==> src/rtl/rvSlicePkg.sv <==
package rvSlicePkg;

  typedef enum logic [1:0] {
    SLICE_PASS = 2'd0,
    SLICE_FWD  = 2'd1,
    SLICE_BWD  = 2'd2,
    SLICE_FULL = 2'd3
  } sliceMode_e;

  // Strobes from control to datapath
  typedef struct packed {
    logic [1:0] load;   // per-slot load enable
    logic       rdSel;  // slot presented downstream
    logic       bypass; // present the incoming payload instead of a slot
  } sliceStrobe_t;

endpackage

==> src/rtl/rvSliceCtrl.sv <==
module rvSliceCtrl
  import rvSlicePkg::*;
#(
  parameter sliceMode_e MODE = SLICE_FULL
) (
  input  logic         clk,
  input  logic         rstN,
  input  logic         validIn,
  input  logic         readyOut,
  output logic         readyIn,
  output logic         validOut,
  output sliceStrobe_t strb
);

  generate
    if (MODE == SLICE_PASS) begin : g_pass
      logic unusedClk;
      assign unusedClk = clk ^ rstN;
      assign validOut  = validIn;
      assign readyIn   = readyOut;
      assign strb      = '{load: 2'b00, rdSel: 1'b0, bypass: 1'b1};
    end else if (MODE == SLICE_FWD) begin : g_fwd
      logic heldValid;
      always_ff @(posedge clk or negedge rstN) begin
        if (!rstN)         heldValid <= 1'b0;
        else if (validIn)  heldValid <= 1'b1;
        else if (readyOut) heldValid <= 1'b0;
      end
      assign readyIn  = !heldValid | readyOut;
      assign validOut = heldValid;
      assign strb     = '{load: {1'b0, validIn & readyIn}, rdSel: 1'b0, bypass: 1'b0};
    end else if (MODE == SLICE_BWD) begin : g_bwd
      logic readyReg;
      logic sideFull;
      logic accept;
      logic park;
      assign accept = validIn & readyReg;
      assign park   = accept & !readyOut & !sideFull;
      always_ff @(posedge clk or negedge rstN) begin
        if (!rstN) readyReg <= 1'b0;
        else       readyReg <= readyOut;
      end
      always_ff @(posedge clk or negedge rstN) begin
        if (!rstN)         sideFull <= 1'b0;
        else if (park)     sideFull <= 1'b1;
        else if (readyOut) sideFull <= 1'b0;
      end
      assign readyIn  = readyReg;
      assign validOut = sideFull | accept;
      assign strb     = '{load: {1'b0, park}, rdSel: 1'b0, bypass: !sideFull};
    end else begin : g_full
      localparam int SLOTS = 2;
      localparam int CW    = $clog2(SLOTS + 1);
      localparam logic [CW-1:0] FULLCNT = CW'(SLOTS);
      logic [CW-1:0] count;
      logic          wrPtr;
      logic          rdPtr;
      logic          push;
      logic          pop;
      assign push = validIn & readyIn;
      assign pop  = validOut & readyOut;
      always_ff @(posedge clk or negedge rstN) begin
        if (!rstN) begin
          count <= '0;
          wrPtr <= 1'b0;
          rdPtr <= 1'b0;
        end else begin
          if (push && !pop)      count <= count + 1'b1;
          else if (pop && !push) count <= count - 1'b1;
          if (push) wrPtr <= !wrPtr;
          if (pop)  rdPtr <= !rdPtr;
        end
      end
      assign validOut = (count != '0);
      assign readyIn  = (count != FULLCNT);
      assign strb     = '{load: {push & wrPtr, push & !wrPtr}, rdSel: rdPtr, bypass: 1'b0};
    end
  endgenerate

endmodule

==> src/rtl/rvSliceData.sv <==
module rvSliceData
  import rvSlicePkg::*;
#(
  parameter int         WIDTH = 32,
  parameter sliceMode_e MODE  = SLICE_FULL
) (
  input  logic             clk,
  input  logic             rstN,
  input  logic [WIDTH-1:0] payloadIn,
  input  sliceStrobe_t     strb,
  output logic [WIDTH-1:0] payloadOut
);

  localparam int SLOTS = (MODE == SLICE_FULL) ? 2 : 1;

  logic [WIDTH-1:0] slot [SLOTS];
  logic [WIDTH-1:0] held;

  generate
    for (genvar i = 0; i < SLOTS; i++) begin : g_slot
      always_ff @(posedge clk or negedge rstN) begin
        if (!rstN)             slot[i] <= '0;
        else if (strb.load[i]) slot[i] <= payloadIn;
      end
    end

    if (SLOTS == 2) begin : g_two
      assign held = slot[strb.rdSel];
    end else begin : g_one
      logic unusedSel;
      assign unusedSel = strb.load[1] ^ strb.rdSel;
      assign held      = slot[0];
    end
  endgenerate

  assign payloadOut = strb.bypass ? payloadIn : held;

endmodule

==> src/rtl/rvSlice.sv <==
module rvSlice
  import rvSlicePkg::*;
#(
  parameter int         WIDTH = 32,
  parameter sliceMode_e MODE  = SLICE_FULL
) (
  input  logic             clk,
  input  logic             rst_n,
  input  logic             valid_src,
  output logic             ready_src,
  input  logic [WIDTH-1:0] payload_src,
  output logic             valid_dst,
  input  logic             ready_dst,
  output logic [WIDTH-1:0] payload_dst
);

  sliceStrobe_t strb;

  rvSliceCtrl #(.MODE(MODE)) uCtrl (
    .clk      (clk),
    .rstN     (rst_n),
    .validIn  (valid_src),
    .readyOut (ready_dst),
    .readyIn  (ready_src),
    .validOut (valid_dst),
    .strb     (strb)
  );

  rvSliceData #(.WIDTH(WIDTH), .MODE(MODE)) uData (
    .clk        (clk),
    .rstN       (rst_n),
    .payloadIn  (payload_src),
    .strb       (strb),
    .payloadOut (payload_dst)
  );

endmodule

==> config.mk <==
export PLATFORM = sky130hd
export DESIGN_NAME = rvSlice
export DESIGN_NICKNAME = d
export VERILOG_FILES = /design/src/rtl/rvSlicePkg.sv /design/src/rtl/rvSliceCtrl.sv /design/src/rtl/rvSliceData.sv /design/src/rtl/rvSlice.sv
export SDC_FILE = /design/constraint.sdc
export NUM_CORES = 1
export LEC_CHECK = 0
export ABC_AREA = 1
export BUFFER_PORTS_ARGS = -buffer_cell sky130_fd_sc_hd__buf_2
export CAP_MARGIN = 20
export CORE_ASPECT_RATIO = 1.25
export CORE_MARGIN = 3
export CORE_UTILIZATION = 54
export CTS_BUF_LIST = sky130_fd_sc_hd__clkbuf_8 sky130_fd_sc_hd__clkbuf_16
export DETAILED_ROUTE_END_ITERATION = 7
export GPL_TIMING_DRIVEN = 1
export PLACE_DENSITY = 0.79
export RECOVER_POWER = 25
export SLEW_MARGIN = 20
export SYNTH_ARGS = -nofsm -noshare
export SYNTH_HDL_FRONTEND = slang
export SYNTH_SLANG_ARGS = --single-unit
==> constraint.sdc <==
create_clock -name clk -period 2 [get_ports clk]
set_clock_uncertainty 0.2 [all_clocks]
set_input_delay 0 -clock clk [delete_from_list [all_inputs] [get_ports clk]]
set_output_delay 0 -clock clk [all_outputs]
set_load 0.01 [all_outputs]
==> results.md, run 1 <==
- Critical path required time: 2.02 ns
- WL final: 8.253 mm
- Vias per cell: 5.266
- Initial drt markers: 323
- Average size of a mapped cell: 7.886 sq um
- Row cnt: 31
- Pins Over Slew Limit: 0
- Final Hold Viols: 0
- Most frequent cells in the layout: nand2_1, buf_2, dfrtp_1
- Met1 usage: 0.3258
- Mapped Nets: 453
- Met2 global-route usage: 0.4215
- Area added between synthesis and finish: 26.74%
- Placer Congestion: 0.7911
- Mapped cell area: 3281 sq um
- Sequential-to-total area share from yosys stat: 0.5187
- Worst-path clk slew: 0.07 ns
- CP Cell Sequence: inv_2, nand2_4, nand2_1, inv_1, ha_1, inv_1, nand3_1, nand2_1, nand2_1
- Reg2reg path depth: 9
- Startpoint types: flop
- Pwr Total: 6.396 mW
- Vias in the first global route: 3071
- Pre-antenna DRT Iters: 5
- M3 GR Usage: 0.04839
- Worst path slowest cell: dfrtp_1
- DR DRC count: 0
- Tightest Hold Check Type: input port to asynchronous set/reset pin
- Boundary Pins: 70
- Htree depth: 3
- WL/cell: 13.80 um
- Max Buffers Root-to-Sink: 2
- YS warnings: 0
- Crit Path Category: flop to flop
- Final net count: 548
- Share of post-route cells with drive strength above 1: 0.1938
- Setup TNS Final: 0 ns
- Setup WS pre-CTS: 0.2318 ns
- Placement Cell Area: 3657 sq um
- Die Span Y: 93.15 um
- RR Startpoint: uCtrl.g_full.count[0]
- Final non-filler cell area: 4158 sq um
- Crit end category: flop
- CTS Sinks: 68
- Final setup vio count: 0
- CTS tree: built
- FMAX: 555.5 MHz
- Yosys cell types: 15
- Max cap viols: 0
- Global Route Usage Sum: 0.2579
- Finished Core Util: 0.7099
- Global-route wire length before repair: 13.97 mm
- CP peak stage delay: 0.43 ns
- Clock insertion delay at the later pin of the skew report: 0.33 ns
- Initial cell density of the core: 0.5601
- Die ar.: 7052 sq um
- Setup bufs post-CTS: 0
- Antenna Nets Post-Route: 0
- Initial antenna violation count: 0
- ANT cells: 0
- Status: completed
- VDD IR-drop max: 0.8768 mV
- FF+latch count, synth: 68
- Grt peak-use layer: met2
- DR vias: 3149
- PD cells: 1538 nW/um^2
- R2r setup slk: 0.20 ns
- Clk root buf: clkbuf_8
- Final worst slack: 0.1997 ns
- Crit Path Max Fanout: 27
- # fillers: 466
- Relative slew slack: 0.3860
- FF/Latch Area: 1702 sq um
- CTS buffer count: 9
- Die X-Extent: 75.72 um
- Period utilisation layout: 0.9001
- RR Endpoint: uCtrl.g_full.count[1]
- Mapped Cells: 416
- Area of the multi-input gates: 1351 sq um
- Unrepaired setup endpoints after global routing: false
- HPWL after detailed placement: 4.919 mm
- Largest net degree at the start of global routing: 69
- Gr ovfl total: 0
- Most common cell after layout, fill and taps aside: nand2_1
- Worst Path Arrival: 1.83 ns
- P_leak: 2.356 nW
- Cell mode on critical path: nand2_1
- Worst slew pin tran: 0.9210 ns
- Port bufs: 69
- Core ar.: 5857 sq um
- Min Tclk post-route: 1.800 ns
-- sequential cells by signal, summed over array words and instances (netlist names) --
register / cells
uCtrl.g_full.wrPtr: 1
uCtrl.g_full.rdPtr: 1
uCtrl.g_full.count: 2
uData.slot: 64
-- metrics by stage --
step,hold WS (ns),cells
6_report,0.2381,598
5_1_grt,0.2792,598
4_1_cts,0.02070,598
3_5_place_dp,-0.1482,547
3_3_place_gp,-0.1549,547
2_1_floorplan,-0.4956,416
-- where the power goes --
group          internal, mW  switching [mW]
sequential             2.03           0.360
clock                 0.462           0.491
combinational          1.11            1.94
-- worst max-delay path: cells and delay by family, from the launching register on --
family	cells	cell delay, ns
adder cells (fa/ha/maj)	1	0.31
buffers and inverters	3	0.25
AND/OR/NAND/NOR	5	0.52
flip-flops	1	0.43
-- worst max path at each step --
stage | start | to | slack (ns)
after floorplan | uCtrl.g_full.count[0] | uCtrl.g_full.count[1] | 0.39
after global placement | uCtrl.g_full.count[0] | uCtrl.g_full.count[1] | 0.34
after detailed placement | uCtrl.g_full.count[0] | uCtrl.g_full.count[1] | 0.23
after CTS | uCtrl.g_full.rdPtr | payload_dst[25] | 0.19
after global routing | uCtrl.g_full.count[0] | uCtrl.g_full.count[1] | 0.08
final | uCtrl.g_full.count[0] | uCtrl.g_full.count[1] | 0.20
-- logic make-up after synthesis --
family / Yosys count / synth area share
adder cells (fa/ha/maj): 1 / 0.003813
flip-flops: 68 / 0.5187
buffers and inverters: 41 / 0.06941
XOR/XNOR: 1 / 0.002670
AND/OR/NAND/NOR: 305 / 0.4054
-- synthesized netlist by cell type --
cell | count | area, sq um
inv_1 | 5 | 18.77
buf_1 | 2 | 7.510
dfrtp_1 | 68 | 1702
nand4_1 | 65 | 406.6
buf_2 | 20 | 100.1
buf_6 | 5 | 56.30
inv_2 | 2 | 7.510
clkbuf_1 | 4 | 15.01
xnor2_1 | 1 | 8.760
nand2_1 | 235 | 882.1
nand2_4 | 1 | 11.26
nand3_2 | 2 | 20.02
buf_4 | 3 | 22.52
nand3_1 | 2 | 10.01
ha_1 | 1 | 12.51
-- repair_timing --
item,in CTS,in global routing
hold endpoints to repair,135,0
hold buffers,35,0
resized for setup,0,0
-- layer usage --
| layer | share of wire | wire (um) | vias up |
|---|---|---|---|
| li1 | - | - | 1547 |
| met1 | 0.41 | 3407 | 1473 |
| met2 | 0.51 | 4233 | 116 |
| met3 | 0.055 | 451 | 13 |
| met4 | 0.020 | 161 | 0 |
| met5 | 0 | 0 | - |
-- cell type report --
type,count,share of cell area
flip-flops and latches,68,0.4093
multi-input cells,307,0.3250
repair buffers,118,0.1956
clock buffers,10,0.03310
well taps,82,0.02468
inverters,7,0.006320
clock inverters,6,0.006019
Power figures use the tool's default switching activity.
==> run 2: changes to the inputs <==
- CORE_UTILIZATION: 54 -> 56
- PLACE_DENSITY: 0.79 -> 0.8
- SYNTH_HIERARCHICAL: unset -> 1
==> run 2 against run 1 <==
  * Sequential share of layout area is 5.0 points lower
  * Via count up 2.4%
  * Sequential power is 5% lower
  * Non-clock buffer count is 6 lower
  * Critical path depth is 6 lower
  * Synthesized cell count is 15% higher
  * Clock-buffer cell count is the same
  * Core utilization shrank 0.11 points
==> results.md, run 2 <==
- Cell mode on critical path: dlygate4sd3_1
- # fillers: 548
- Startpoint types: input port
- CTS buffer count: 9
- Mapped Cells: 477
- Average size of a mapped cell: 8.234 sq um
- Final setup vio count: 0
- Relative slew slack: 0.2174
- Placer Congestion: 0.7869
- Worst Path Arrival: 1.90 ns
- ANT cells: 0
- DR DRC count: 0
- Placement Cell Area: 4172 sq um
- Boundary Pins: 70
- Antenna Nets Post-Route: 0
- Vias in the first global route: 3186
- Mapped Nets: 514
- Regs by FF count: uData/slot (64), uCtrl/g_full.count (2)
- Pre-antenna DRT Iters: 4
- Most frequent cells in the layout: nand2_1, nand2_2, buf_2, inv_1, dfrtp_1
- Crit Path Max Fanout: 21
- Worst path slowest cell: dlygate4sd3_1
- Largest family of logic cells by synthesized area: simple AND/OR/NAND/NOR gates
- Hold wc startpoint: payload_src[27]
- Pwr Total: 6.818 mW
- Crit Path Category: input port to asynchronous set/reset pin
- Family with the most delay on the worst path: buffers and inverters
- Min Tclk post-route: 1.766 ns
- CP Depth: 3
- Post-CTS Resized: 0
- Final Hold Viols: 0
- WHS Endpoint: uData/slot[27]
- YS warnings: 6
- Die ar.: 8061 sq um
- Share of post-route cells with drive strength above 1: 0.3530
- FMAX: 566.1 MHz
- PD cells: 1438 nW/um^2
- Synth Area in Compound Gates: 0.08155
- Int Pwr: 3.950 mW
- Psw: 2.868 mW
- Final non-filler cell area: 4741 sq um
- Buf/Inv on CP: 3
- Clk root buf: clkbuf_8
- Worst slew pin tran: 1.174 ns
- Row cnt: 33
- RR Endpoint: uCtrl/g_full.count[1]
- Gr ovfl total: 0
- Top cells by count, synth: nand2_1, nand2_2, dfrtp_1, inv_1, o21ai_1
- Synth Area in XOR/XNOR: 0.006371
- Reg2reg path depth: 9
- Post-synth ARST share: 1.000
- Cts hold-fix bufs: 36
- CTS Sinks: 68
- Global-route wire length before repair: 14.29 mm
- Worst-path clk slew: 0.09 ns
- Initial drt markers: 181
- Synth area leader: dfrtp_1
- R2r setup slk: 0.35 ns
- Mux contribution to synthesized area: 0
- Core ar.: 6689 sq um
- Critical path required time: 2.13 ns
- CP Cell Sequence: dlygate4sd3_1, clkbuf_1, dlygate4sd3_1
- FF+latch count, synth: 68
- Tightest Hold Check Type: input port to flop
- Crit end category: asynchronous set/reset pin
- Initial cell density of the core: 0.5872
- CTS tree: built
- Top-count cell post-synth: nand2_1
- WL/cell: 12.85 um
- Htree depth: 3
- Dominant synthesized flop cell: dfrtp_1
- Setup TNS Final: 0 ns
- Sequential-to-total area share from yosys stat: 0.4333
- Status: completed
- Most common cell after layout, fill and taps aside: nand2_1
- WL final: 8.510 mm
- Yosys cell types: 23
- Max reg flops: 64
- Worst Hold Depth: 4
- P_leak: 2.429 nW
- Biggest register: uData/slot
- CP peak stage delay: 1.21 ns
- Unrepaired setup endpoints after global routing: false
- EDFF count, synth: 0
- Simple-Gate Fraction of Synth Area: 0.3284
- HPWL after detailed placement: 5.281 mm
- Clk network pwr share: 0.187
- Comb pwr share: 0.481
- Main area contributors after synthesis: dfrtp_1, nand2_1, nand2_2, o21ai_1, nand3_2
- Die Span Y: 99.63 um
- RR Startpoint: uCtrl/g_full.count[0]
- Setup bufs post-CTS: 0
- Sw Share: 0.4207
- Largest net degree at the start of global routing: 48
- Global Route Usage Sum: 0.2259
- Synth Area in Adders: 0.003186
- Pins Over Slew Limit: 0
- Share of the synthesized area in the top cell type: 0.4333
- Max Buffers Root-to-Sink: 2
- Initial antenna violation count: 0
- Area added between synthesis and finish: 20.71%
- Die X-Extent: 80.91 um
- DR vias: 3225
- Max cap viols: 0
- Mapped cell area: 3928 sq um
- Port bufs: 69
- Sequential power share: 0.332
- Vias per cell: 4.872
- Period utilisation layout: 0.8832
- VDD IR-drop max: 0.7681 mV
- Clock insertion delay at the later pin of the skew report: 0.33 ns
- Final net count: 607
run 2: cell types whose count changed after synthesis, moves of 5 or more:
cell,delta
nand2_1,-107
buf_12,+5
nand3_2,+28
buf_2,-10
nand4_1,-64
buf_4,+8
nand2_2,+72
inv_1,+63
o21ai_1,+64
run 2: area by class of cell:
cell class | count | area, sq um | area share
repair buffers | 112 | 754.5 | 0.1591
multi-input cells | 307 | 1667 | 0.3515
clock inverters | 6 | 87.58 | 0.01847
clock buffers | 10 | 137.6 | 0.02903
well taps | 87 | 108.9 | 0.02296
inverters | 72 | 282.8 | 0.05965
flip-flops and latches | 68 | 1703 | 0.3592
run 2: worst register-to-register path: cells and delay by family (launching register included):
kind                     cells  cell delay [ns]
buffers and inverters        3             0.25
flip-flops                   1             0.42
AND/OR/NAND/NOR              5             0.35
adder cells (fa/ha/maj)      1             0.32
run 2: logic make-up after synthesis:
| group | count (synthesis) |
|---|---|
| AOI/OAI and AO/OA | 64 |
| xor gates and xnor gates | 2 |
| adders and majority gates | 1 |
| buffers and inverters | 102 |
| DFF | 68 |
| other | 1 |
| and+or+nand+nor | 239 |
run 2: power groups by stage:
stage / combinational [mW] / sequential, mW / clock [mW]
2_1_floorplan: 2.72 / 2.21 / 0
6_report: 3.28 / 2.26 / 1.28
4_1_cts: 3.30 / 2.26 / 1.30
3_5_place_dp: 3.21 / 2.29 / 0
3_3_place_gp: 3.08 / 2.26 / 0
5_1_grt: 3.70 / 2.31 / 1.35
run 2: how the worst max path moves through the flow:
stage                          startpoint                     to
global placement    uCtrl/g_full.count[0]  uCtrl/g_full.count[1]
CTS                                 rst_n         uData/slot[61]
floorplan           uCtrl/g_full.count[0]  uCtrl/g_full.count[1]
global route                        rst_n         uData/slot[61]
detailed placement  uCtrl/g_full.count[0]  uCtrl/g_full.count[1]
finish                              rst_n         uData/slot[29]
run 2: through the flow:
step,hold WS [ns],std cells,setup WS [ns],util
6_report,0.2284,662,0.2336,0.7088
3_3_place_gp,-0.1870,610,0.4401,0.6236
5_1_grt,0.2462,662,0.04905,0.7088
4_1_cts,0.009956,662,0.2054,0.7112
2_1_floorplan,-0.4956,477,0.4855,-
3_5_place_dp,-0.1814,610,0.3580,0.6236
run 2: metal layers:
| layer | vias to the layer above | GRT usage | part of all wire |
|---|---|---|---|
| met1 | 1495 | 0.2756 | 0.42 |
| met4 | 0 | 0.09103 | 0.015 |
| li1 | 1626 | - | - |
| met3 | 10 | 0.04710 | 0.056 |
| met2 | 94 | 0.3846 | 0.51 |
| met5 | - | 0 | 0 |
==> run 3: changes to the inputs <==
- BUFFER_PORTS_ARGS: -buffer_cell sky130_fd_sc_hd__buf_2 -> unset
- CORE_UTILIZATION: 56 -> 60
- DONT_BUFFER_PORTS: unset -> 1
- PLACE_DENSITY: 0.8 -> 0.76
==> run 3 against run 2 <==
  * Sequential power up 3%
  * Wire length down 6.3%
  * Maximum frequency down 0.43%
  * Register-to-register slack about the same
  * Non-clock buffer count down 70
  * Design area down 8.3%
  * Power down 7.2%
  * First-iteration DRC count down 5.0%
  * Critical path depth up 1
  * Sequential share of layout area up 3.3 points
  * Largest power group unchanged
  * Highest routed layer unchanged
==> results.md, run 3 (synthesis gave the netlist of run 2 again) <==
- Global Route Usage Sum: 0.2248
- Family with the most delay on the worst path: flip-flops
- Antenna Nets Post-Route: 0
- Most frequent cells in the layout: nand2_1, nand2_2, inv_1
- Final net count: 537
- Period utilisation layout: 0.8870
- P_leak: 2.154 nW
- Die ar.: 7559 sq um
- CTS Sinks: 68
- Cts hold-fix bufs: 36
- Pins Over Slew Limit: 0
- Worst slew pin tran: 0.9299 ns
- Initial drt markers: 172
- Pre-antenna DRT Iters: 4
- Row cnt: 32
- HPWL after detailed placement: 4.879 mm
- Unrepaired setup endpoints after global routing: false
- WL final: 7.973 mm
- Worst path slowest cell: dfrtp_2
- VDD IR-drop max: 0.9180 mV
- Regs by FF count: uData/slot (64), uCtrl/g_full.count (2)
- CP peak stage delay: 0.67 ns
- Setup WS pre-CTS: 0.3571 ns
- Placer Congestion: 0.7593
- Max cap viols: 0
- FMAX: 563.7 MHz
- Cell mode on critical path: nand2_1
- Post-CTS Resized: 0
- Critical path required time: 1.80 ns
- Max Buffers Root-to-Sink: 2
- CTS tree: built
- Htree depth: 3
- Crit Path Max Fanout: 32
- Status: completed
- Die Span Y: 96.46 um
- Final worst slack: 0.2260 ns
- Min Tclk post-route: 1.774 ns
- Clock insertion delay at the later pin of the skew report: 0.33 ns
- Die X-Extent: 78.37 um
- Core ar.: 6246 sq um
- Gr ovfl total: 0
- Initial antenna violation count: 0
- PD cells: 1457 nW/um^2
- Buf/Inv on CP: 1
- CTS buffer count: 9
- Tightest Hold Check Type: input port to flop
- Area added between synthesis and finish: 10.64%
- DR DRC count: 0
- Clk root buf: clkbuf_8
- Global-route wire length before repair: 13.21 mm
- # fillers: 499
- Vias in the first global route: 2909
- Vias per cell: 5.076
- Worst-path clk slew: 0.07 ns
- Placement Cell Area: 3804 sq um
- Final setup vio count: 0
- DR vias: 2990
- Initial cell density of the core: 0.6288
- WL/cell: 13.54 um
- Most common cell after layout, fill and taps aside: nand2_1
- Share of post-route cells with drive strength above 1: 0.2599
- Relative slew slack: 0.3801
- Final non-filler cell area: 4345 sq um
- Crit end category: output port
- Biggest register: uData/slot
- Final Hold Viols: 0
- Setup bufs post-CTS: 0
- Worst Path Arrival: 1.57 ns
- CP Cell Sequence: inv_8, nand2_1, nand3_1, nand2_1
- Max reg flops: 64
- Crit Path Category: flop to output port
- ANT cells: 0
- Startpoint types: flop
- Setup TNS Final: 0 ns
- Port bufs: 0
- Largest net degree at the start of global routing: 69
- Boundary Pins: 70
-- run 3: cell types whose count changed in the layout (fill, tap and decap cells not counted), sizes merged --
cell         before  now
buf              74    6
bufinv            2    1
clkbuf           12   11
clkinvlp          3    0
dlygate4sd3      36   35
inv              72   75
-- run 3: per-layer routing --
metal	share of wire	vias up	track usage	wire, um
met4	0.016	0	0.08163	129
met5	0	-	0	0
met3	0.043	10	0.05009	345
met2	0.52	78	0.3936	4116
li1	-	1484	-	-
met1	0.42	1418	0.2744	3382
-- run 3: area by class of cell --
class,count,area [sq um],share of cell area
clock inverters,5,46.29,0.01065
multi-input cells,307,1667,0.3835
inverters,72,282.8,0.06507
flip-flops and latches,68,1703,0.3919
well taps,85,106.4,0.02447
repair buffers,42,402.9,0.09272
clock buffers,10,137.6,0.03167
-- run 3: power by group --
part | internal [mW] | leakage (nW) | total, mW | switching, mW
clock network | 0.588 | 0.106 | 1.07 | 0.486
logic | 0.991 | 1.21 | 2.94 | 1.95
registers | 2.04 | 0.834 | 2.32 | 0.277
-- run 3: metrics by stage --
step,power [mW],utilization,cells,hold slack [ns]
after detailed placement,5.195,0.6090,538,-0.4928
after floorplan,4.935,-,477,-0.4956
after global routing,6.872,0.6957,589,0.1570
final,6.330,0.6957,589,0.1580
after global placement,5.053,0.6090,538,-0.4938
after CTS,6.380,0.6989,589,0.04393
-- run 3: final timing paths --
check | to | from | slack (ns) | depth (start not counted)
hold reg to reg | uData/slot[6] | uData/slot[6] | 0.30 | 2
min in group asynchronous | uData/slot[52] | rst_n | 0.21 | 2
setup reg to reg | uCtrl/g_full.count[1] | uCtrl/g_full.count[0] | 0.36 | 9
setup / recovery | payload_dst[31] | uCtrl/g_full.rdPtr | 0.23 | 4
max in group asynchronous | uCtrl/g_full.rdPtr | rst_n | 0.75 | 2
hold / removal | uData/slot[6] | payload_src[6] | 0.16 | 3
-- run 3: worst min-delay path, delay by kind of cell --
kind / cells / cell delay, ns
compound gates: 1 / 0.06
buf+inv: 1 / 0.54
simple gates: 1 / 0.05
